File: config.mk
export PLATFORM = sky130hd
export DESIGN_NAME = hb_gate_sequencer
export DESIGN_NICKNAME = d
export VERILOG_FILES = /design/src/rtl/hb_gate_pkg.sv /design/src/rtl/hb_mid_filter.sv /design/src/rtl/hb_dwell_cnt.sv /design/src/rtl/hb_gate_sequencer.sv
export SDC_FILE = /design/constraint.sdc
export NUM_CORES = 1
export LEC_CHECK = 0
export ABC_AREA = 1
export CORE_ASPECT_RATIO = 0.75
export CORE_MARGIN = 2
export CORE_UTILIZATION = 42
export CTS_CLUSTER_DIAMETER = 80
export DETAILED_ROUTE_END_ITERATION = 10
export GPL_ROUTABILITY_DRIVEN = 0
export HOLD_SLACK_MARGIN = 0.06
export PLACE_DENSITY = 0.67
export SETUP_SLACK_MARGIN = 0.2
export SLEW_MARGIN = 10
export SYNTH_ARGS = -nofsm -noshare
export SYNTH_HDL_FRONTEND = slang
export SYNTH_SLANG_ARGS = --single-unit
File: constraint.sdc
create_clock -name clk_i -period 1.6 [get_ports clk_i]
set_input_delay 0.32 -clock clk_i [delete_from_list [all_inputs] [get_ports clk_i]]
set_output_delay 0.32 -clock clk_i [all_outputs]
set_load 0.01 [all_outputs]
File: src/rtl/hb_gate_pkg.sv
package hb_gate_pkg;
  typedef enum logic [2:0] {
    ST_OFF      = 3'd0,
    ST_WAIT_HS  = 3'd1,
    ST_HS_ON    = 3'd2,
    ST_WAIT_LS  = 3'd3,
    ST_LS_ON    = 3'd4,
    ST_DCM_IDLE = 3'd5
  } hb_state_e;
endpackage

File: src/rtl/hb_mid_filter.sv
module hb_mid_filter #(
  parameter int unsigned HOLDOFF_CYC = 15,
  localparam int unsigned CW = $clog2(HOLDOFF_CYC + 1)
) (
  input  logic       clk_i,
  input  logic       rst_ni,
  input  logic [1:0] pwm_lvl_i,
  output logic       cmd_hi_o,
  output logic       tri_off_o
);
  localparam logic [CW-1:0] CNT_END = CW'(HOLDOFF_CYC);

  logic          is_mid;
  logic          held_hi_q;
  logic [CW-1:0] mid_cnt_q;

  assign is_mid = pwm_lvl_i[1];

  always_ff @(posedge clk_i or negedge rst_ni) begin
    if (!rst_ni) begin
      held_hi_q <= 1'b0;
      mid_cnt_q <= '0;
    end else if (is_mid) begin
      if (mid_cnt_q < CNT_END) mid_cnt_q <= mid_cnt_q + 1'b1;
    end else begin
      mid_cnt_q <= '0;
      held_hi_q <= pwm_lvl_i[0];
    end
  end

  // short mid window keeps last level
  assign cmd_hi_o  = is_mid ? held_hi_q : pwm_lvl_i[0];
  assign tri_off_o = is_mid && (mid_cnt_q == CNT_END);

  AST_TRI_AFTER_MID: assert property (@(posedge clk_i) disable iff (!rst_ni)
    tri_off_o |-> $past(is_mid)) else $error("tri-state without prior mid");
  AST_SHORT_MID_HOLDS: assert property (@(posedge clk_i) disable iff (!rst_ni)
    (is_mid && !tri_off_o && $past(rst_ni)) |-> (cmd_hi_o == $past(cmd_hi_o)))
    else $error("short mid changed command");
endmodule

File: src/rtl/hb_dwell_cnt.sv
module hb_dwell_cnt #(
  parameter int unsigned MAX_CNT = 35,
  localparam int unsigned CW = $clog2(MAX_CNT + 1)
) (
  input  logic          clk_i,
  input  logic          rst_ni,
  input  logic          clr_i,
  output logic [CW-1:0] cnt_o
);
  localparam logic [CW-1:0] CNT_TOP = CW'(MAX_CNT);

  logic [CW-1:0] cnt_q;

  always_ff @(posedge clk_i or negedge rst_ni) begin
    if (!rst_ni)              cnt_q <= '0;
    else if (clr_i)           cnt_q <= '0;
    else if (cnt_q < CNT_TOP) cnt_q <= cnt_q + 1'b1;
  end

  assign cnt_o = cnt_q;

  AST_CNT_BOUND: assert property (@(posedge clk_i) disable iff (!rst_ni)
    cnt_o <= CNT_TOP) else $error("dwell count overflow");
  AST_CNT_CLEARED: assert property (@(posedge clk_i) disable iff (!rst_ni)
    $past(clr_i) |-> (cnt_o == '0)) else $error("dwell count not cleared");
endmodule

File: src/rtl/hb_gate_sequencer.sv
module hb_gate_sequencer
  import hb_gate_pkg::*;
#(
  parameter int unsigned HOLDOFF_CYC    = 15,
  parameter int unsigned MIN_ON_CYC     = 35,
  parameter int unsigned DT_TIMEOUT_CYC = 8
) (
  input  logic       clk_i,
  input  logic       rst_ni,
  input  logic [1:0] pwm_lvl_i,
  input  logic       enable_i,
  input  logic       supply_ok_i,
  input  logic       cont_mode_i,
  input  logic       zero_cur_i,
  input  logic       hs_off_sense_i,
  input  logic       ls_off_sense_i,
  output logic       hs_gate_o,
  output logic       ls_gate_o,
  output logic [2:0] state_o
);
  localparam int unsigned TMR_MAX = (MIN_ON_CYC > DT_TIMEOUT_CYC) ? MIN_ON_CYC : DT_TIMEOUT_CYC;
  localparam int unsigned TW      = $clog2(TMR_MAX + 1);
  localparam logic [TW-1:0] MIN_LAST = TW'(MIN_ON_CYC - 1);
  localparam logic [TW-1:0] DT_LAST  = TW'(DT_TIMEOUT_CYC - 1);

  hb_state_e     state_q, state_d;
  logic          cmd_hi, tri_off, force_off, gate_ok;
  logic          dt_done, min_done, tmr_clr;
  logic [TW-1:0] tmr;

  hb_mid_filter #(.HOLDOFF_CYC(HOLDOFF_CYC)) u_filt (
    .clk_i     (clk_i),
    .rst_ni    (rst_ni),
    .pwm_lvl_i (pwm_lvl_i),
    .cmd_hi_o  (cmd_hi),
    .tri_off_o (tri_off)
  );

  hb_dwell_cnt #(.MAX_CNT(TMR_MAX)) u_tmr (
    .clk_i  (clk_i),
    .rst_ni (rst_ni),
    .clr_i  (tmr_clr),
    .cnt_o  (tmr)
  );

  assign force_off = !supply_ok_i || !enable_i || tri_off;
  assign dt_done   = (tmr >= DT_LAST);
  assign min_done  = (tmr >= MIN_LAST);

  always_comb begin
    state_d = state_q;
    if (force_off) begin
      state_d = ST_OFF;
    end else begin
      unique case (state_q)
        ST_OFF, ST_DCM_IDLE: begin
          if (cmd_hi)
            state_d = ls_off_sense_i ? ST_HS_ON : ST_WAIT_HS;
          else if (state_q == ST_OFF || cont_mode_i)
            state_d = hs_off_sense_i ? ST_LS_ON : ST_WAIT_LS;
        end
        ST_WAIT_HS: begin
          if (!cmd_hi)                       state_d = ST_WAIT_LS;
          else if (ls_off_sense_i || dt_done) state_d = ST_HS_ON;
        end
        ST_HS_ON: begin
          if (!cmd_hi) state_d = ST_WAIT_LS;
        end
        ST_WAIT_LS: begin
          if (cmd_hi)                         state_d = ST_WAIT_HS;
          else if (hs_off_sense_i || dt_done) state_d = ST_LS_ON;
        end
        ST_LS_ON: begin
          if (cmd_hi)                                       state_d = ST_WAIT_HS;
          else if (!cont_mode_i && zero_cur_i && min_done) state_d = ST_DCM_IDLE;
        end
        default: state_d = ST_OFF;
      endcase
    end
  end

  assign tmr_clr = (state_d != state_q);

  always_ff @(posedge clk_i or negedge rst_ni) begin
    if (!rst_ni) state_q <= ST_OFF;
    else         state_q <= state_d;
  end

  // forcing conditions act in the same cycle
  assign gate_ok   = !force_off;
  assign hs_gate_o = gate_ok && (state_q == ST_HS_ON);
  assign ls_gate_o = gate_ok && (state_q == ST_LS_ON);
  assign state_o   = state_q;

  AST_NO_OVERLAP: assert property (@(posedge clk_i) disable iff (!rst_ni)
    !(hs_gate_o && ls_gate_o)) else $error("both gates on");
  AST_SUPPLY_PARKS: assert property (@(posedge clk_i) disable iff (!rst_ni)
    !supply_ok_i |=> (state_o == 3'd0)) else $error("supply loss not parked");
  AST_ENABLE_PARKS: assert property (@(posedge clk_i) disable iff (!rst_ni)
    !enable_i |=> (state_o == 3'd0)) else $error("disable not parked");
  AST_HS_AFTER_LS: assert property (@(posedge clk_i) disable iff (!rst_ni)
    $rose(hs_gate_o) |-> !$past(ls_gate_o)) else $error("hs on while ls on");
  AST_LS_AFTER_HS: assert property (@(posedge clk_i) disable iff (!rst_ni)
    $rose(ls_gate_o) |-> !$past(hs_gate_o)) else $error("ls on while hs on");
  AST_MIN_ON: assert property (@(posedge clk_i) disable iff (!rst_ni)
    ($past(state_q) == ST_LS_ON && state_q == ST_DCM_IDLE) |-> ($past(tmr) >= MIN_LAST))
    else $error("low side released early");
  AST_CCM_NO_IDLE: assert property (@(posedge clk_i) disable iff (!rst_ni)
    ($past(state_q) == ST_LS_ON && state_q == ST_DCM_IDLE) |-> !$past(cont_mode_i))
    else $error("zero current honoured in continuous mode");
  AST_DT_FALLBACK: assert property (@(posedge clk_i) disable iff (!rst_ni)
    ($past(state_q) == ST_WAIT_HS && state_q == ST_HS_ON)
      |-> ($past(ls_off_sense_i) || $past(tmr) >= DT_LAST))
    else $error("hs on without sense or timeout");
endmodule

==> results of run 1 <==
==> power breakdown <==
part	total, mW	switching, mW	internal (mW)
Clock	0.253	0.114	0.139
Combinational	0.499	0.274	0.226
Sequential	0.442	0.0435	0.399
==> layer usage <==
layer | share of wire | vias to the layer above | GRT usage
li1 | - | 569 | -
met1 | 0.45 | 517 | 0.253
met2 | 0.49 | 34 | 0.346
met3 | 0.049 | 4 | 0.0568
met4 | 0.0083 | 0 | 0.0400
met5 | 0 | - | 0
==> sequential cells by signal, summed over array words and instances (netlist names) <==
register,cells
state_o,3
u_filt.held_hi_q,1
u_filt.mid_cnt_q,4
u_tmr.cnt_o,6
==> cells in the mapped netlist (all sizes together) <==
| cell | n | area, µm² |
|---|---|---|
| a211oi | 1 | 7.51 |
| a21oi | 4 | 20.0 |
| dfrtp | 14 | 350 |
| ha | 3 | 37.5 |
| inv | 26 | 97.6 |
| nand2 | 42 | 168 |
| nand3 | 20 | 110 |
| nand4 | 4 | 25.0 |
| nor2 | 22 | 85.1 |
| nor3 | 2 | 10.0 |
| o21ai | 8 | 40.0 |
| xor2 | 4 | 35.0 |
==> worst max-delay path, delay by kind of cell, from the launching register on <==
kind,cells,cell delay (ps)
simple gates,4,330
fa+ha+maj,1,200
buf+inv,2,150
flops,1,400
==> timing repair <==
action	4_1_cts	5_1_grt
buffers inserted	2	2
endpoints found under the hold margin	0	0
pin swaps	10	6
resized for setup	32	28
endpoints found under the setup margin	13	13
==> cells by family (layout without fill, tap and decap cells) <==
| group | count (synthesis) | after routing | synth area share |
|---|---|---|---|
| fa+ha+maj | 3 | 3 | 0.0381 |
| buf+inv | 26 | 73 | 0.0990 |
| compound gates | 13 | 13 | 0.0685 |
| flops | 14 | 14 | 0.355 |
| xor+xnor | 4 | 4 | 0.0355 |
| simple gates | 90 | 90 | 0.404 |
==> cell usage in the layout (no fill, tap or decap) <==
cell type	Yosys	layout
nand3_1	18	14
clkdlybuf4s50_1	0	8
inv_1	24	21
nor2_4	0	3
nand2_4	0	2
nor2_1	21	13
o21ai_2	0	2
nor3_1	2	1
nand3_4	0	1
dlygate4sd2_1	0	1
a21oi_2	0	1
clkbuf_8	0	1
inv_2	2	4
buf_6	0	6
clkbuf_4	0	3
buf_2	0	3
nand2_1	38	29
ha_1	3	1
nand3_2	2	5
a211oi_1	1	1
nor3_2	0	1
xor2_1	4	4
ha_2	0	2
nor2_2	1	6
dfrtp_2	0	2
inv_4	0	1
dfrtp_1	14	12
o21ai_0	6	3
a21oi_1	4	3
o21ai_1	2	3
nand4_1	4	4
nand2_2	4	11
buf_4	0	25
==> final cells by class <==
class	count	area (µm²)
inverter	26	100
multi-input combinational	110	654
clock buffer	4	36.3
sequential	14	353
timing repair buffer	43	359
fill	196	718
tap	25	31.3
==> worst max-delay path by stage <==
stage	start	to	slack (ps)	depth (start not counted)
after CTS	u_filt.mid_cnt_q[1]	hs_gate_o	-90	7
after floorplan	state_o[1]	u_tmr.cnt_o[0]	110	13
final	u_filt.mid_cnt_q[1]	ls_gate_o	-80	7
after global routing	state_o[1]	u_tmr.cnt_o[5]	-190	13
after global placement	pwm_lvl_i[1]	hs_gate_o	-460	5
after detailed placement	pwm_lvl_i[1]	hs_gate_o	-450	5
==> qor.yml, run 1 <==
timing:
  hold_viol_final: 0
  finalCritPeriodShare: 1.05
  max_freq_mhz: 595
  finalWorstSetupSlack_ps: -81.4
  holdWs_ps: 280
  fin_crit_ps: 1680
  fin_setup_tns_ps: -434
  slew_headroom: 0.810
  finalMaxSlewViolations: 0
  setup_viol: 8
  worstMarginPinSlew_ps: 285
  clock_skew_ps: 8.58
  rsz0062_at_grt: "true"
place:
  placed_area_um2: 1360
  dp_slack_ps: -450
  portBuffers: 14
  hpwl_mm: 2.10
  dp_cells: 214
min_path:
  hp-class: "input pin to async pin"
clocking:
  htreeDepth: 1
  cts_hold_buf: 0
  root_buffer: "clkbuf_4"
  cts_buffers: 3
  clockBufferDepth: 2
  clock_latency_ps: 280
  path_clk_slew_ps: 90
  clock_sinks: 14
  cts_tree: "done"
power_and_ir_drop:
  power_density_nw_per_um2: 778
  total_power_mw: 1.19
  ir_drop_v: 0.000583
  cellLeakagePower_nw: 0.834
setup_path:
  r2r.worst_path.cells: 12
  rr_endpoint: "u_tmr.cnt_o[4]"
  r2r_setup_slack_ps: -50
  worstSetupStartpointType: "flip-flop"
  critPathKind: "flip-flop to output pin"
  critPathSlowestCell: "dfrtp_1"
  r2r_start: "u_filt.mid_cnt_q[1]"
  crit_path_end_kind: "output pin"
  crit_path_cell_trace: "ha_2 > nand2_2 > inv_2 > nand3_4 > nand2_4 > nor2_4 > buf_6"
  worst_path_largest_cell_delay_ps: 400
  required_ps: 1280
  worst-path-max-fanout: 3
  arrival_ps: 1360
floorplan:
  initial_core_util: 0.438
  die_area_um2: 2760
  die_h_um: 46.0
  io_pins: 15
  fp.coreArea_um2: 2250
  std_cell_rows: 15
  die_x_um: 59.9
synthesis:
  ys_types: 17
  syn_inst: 150
  synth_nets: 163
  yosys_warnings: 0
  synth_area_per_cell_um2: 6.57
  yosysSeqAreaShare: 0.355
  syn_area_um2: 986
  ys_ff_latch: 14
cells_and_area:
  layout-drive-gt1-share: 0.401
  finalInstanceArea_um2: 1530
  finalNonFillerCells: 222
  num_antenna_cells: 0
  nets: 211
  area_delta_synth_final_pct: 55.6
  postLayoutCoreUtil: 0.681
route:
  firstDrtPassIters: 4
  routedWlPerCell_um: 12.4
  totalWireLength_mm: 2.76
  antenna_left: 0
  post_drt_via_cell_ratio: 5.06
  vias: 1124
  route.detailed.drc: 0
  drt_iter0_markers: 26
run_status:
  outcome: "finished with violations"
  violations: "setup timing"
grt:
  grt_max_degree: 9
  antenna_found_initial: 0
  grt_pass1_wl_mm: 4.08
  grt_pass1_vias: 1021
  grtUsageTotal: 0.201
  overflow: 0
flow_run:
  maxCapViolations: 0
Note: power is estimated with default switching activity, not from simulation.
==> run 2, diff against run 1 <==
CTS_CLUSTER_DIAMETER = 30   (was 80)
CTS_CLUSTER_SIZE = 28   (was default)
==> results of run 2 <==
No change in the layout: final DEF, timing and power equal those of run 1.
==> run 3, diff against run 2 <==
CTS_CLUSTER_SIZE = default   (was 28)
SLEW_MARGIN = default   (was 10)
==> results of run 3 <==
No change in the layout: final DEF, timing and power equal those of run 1.
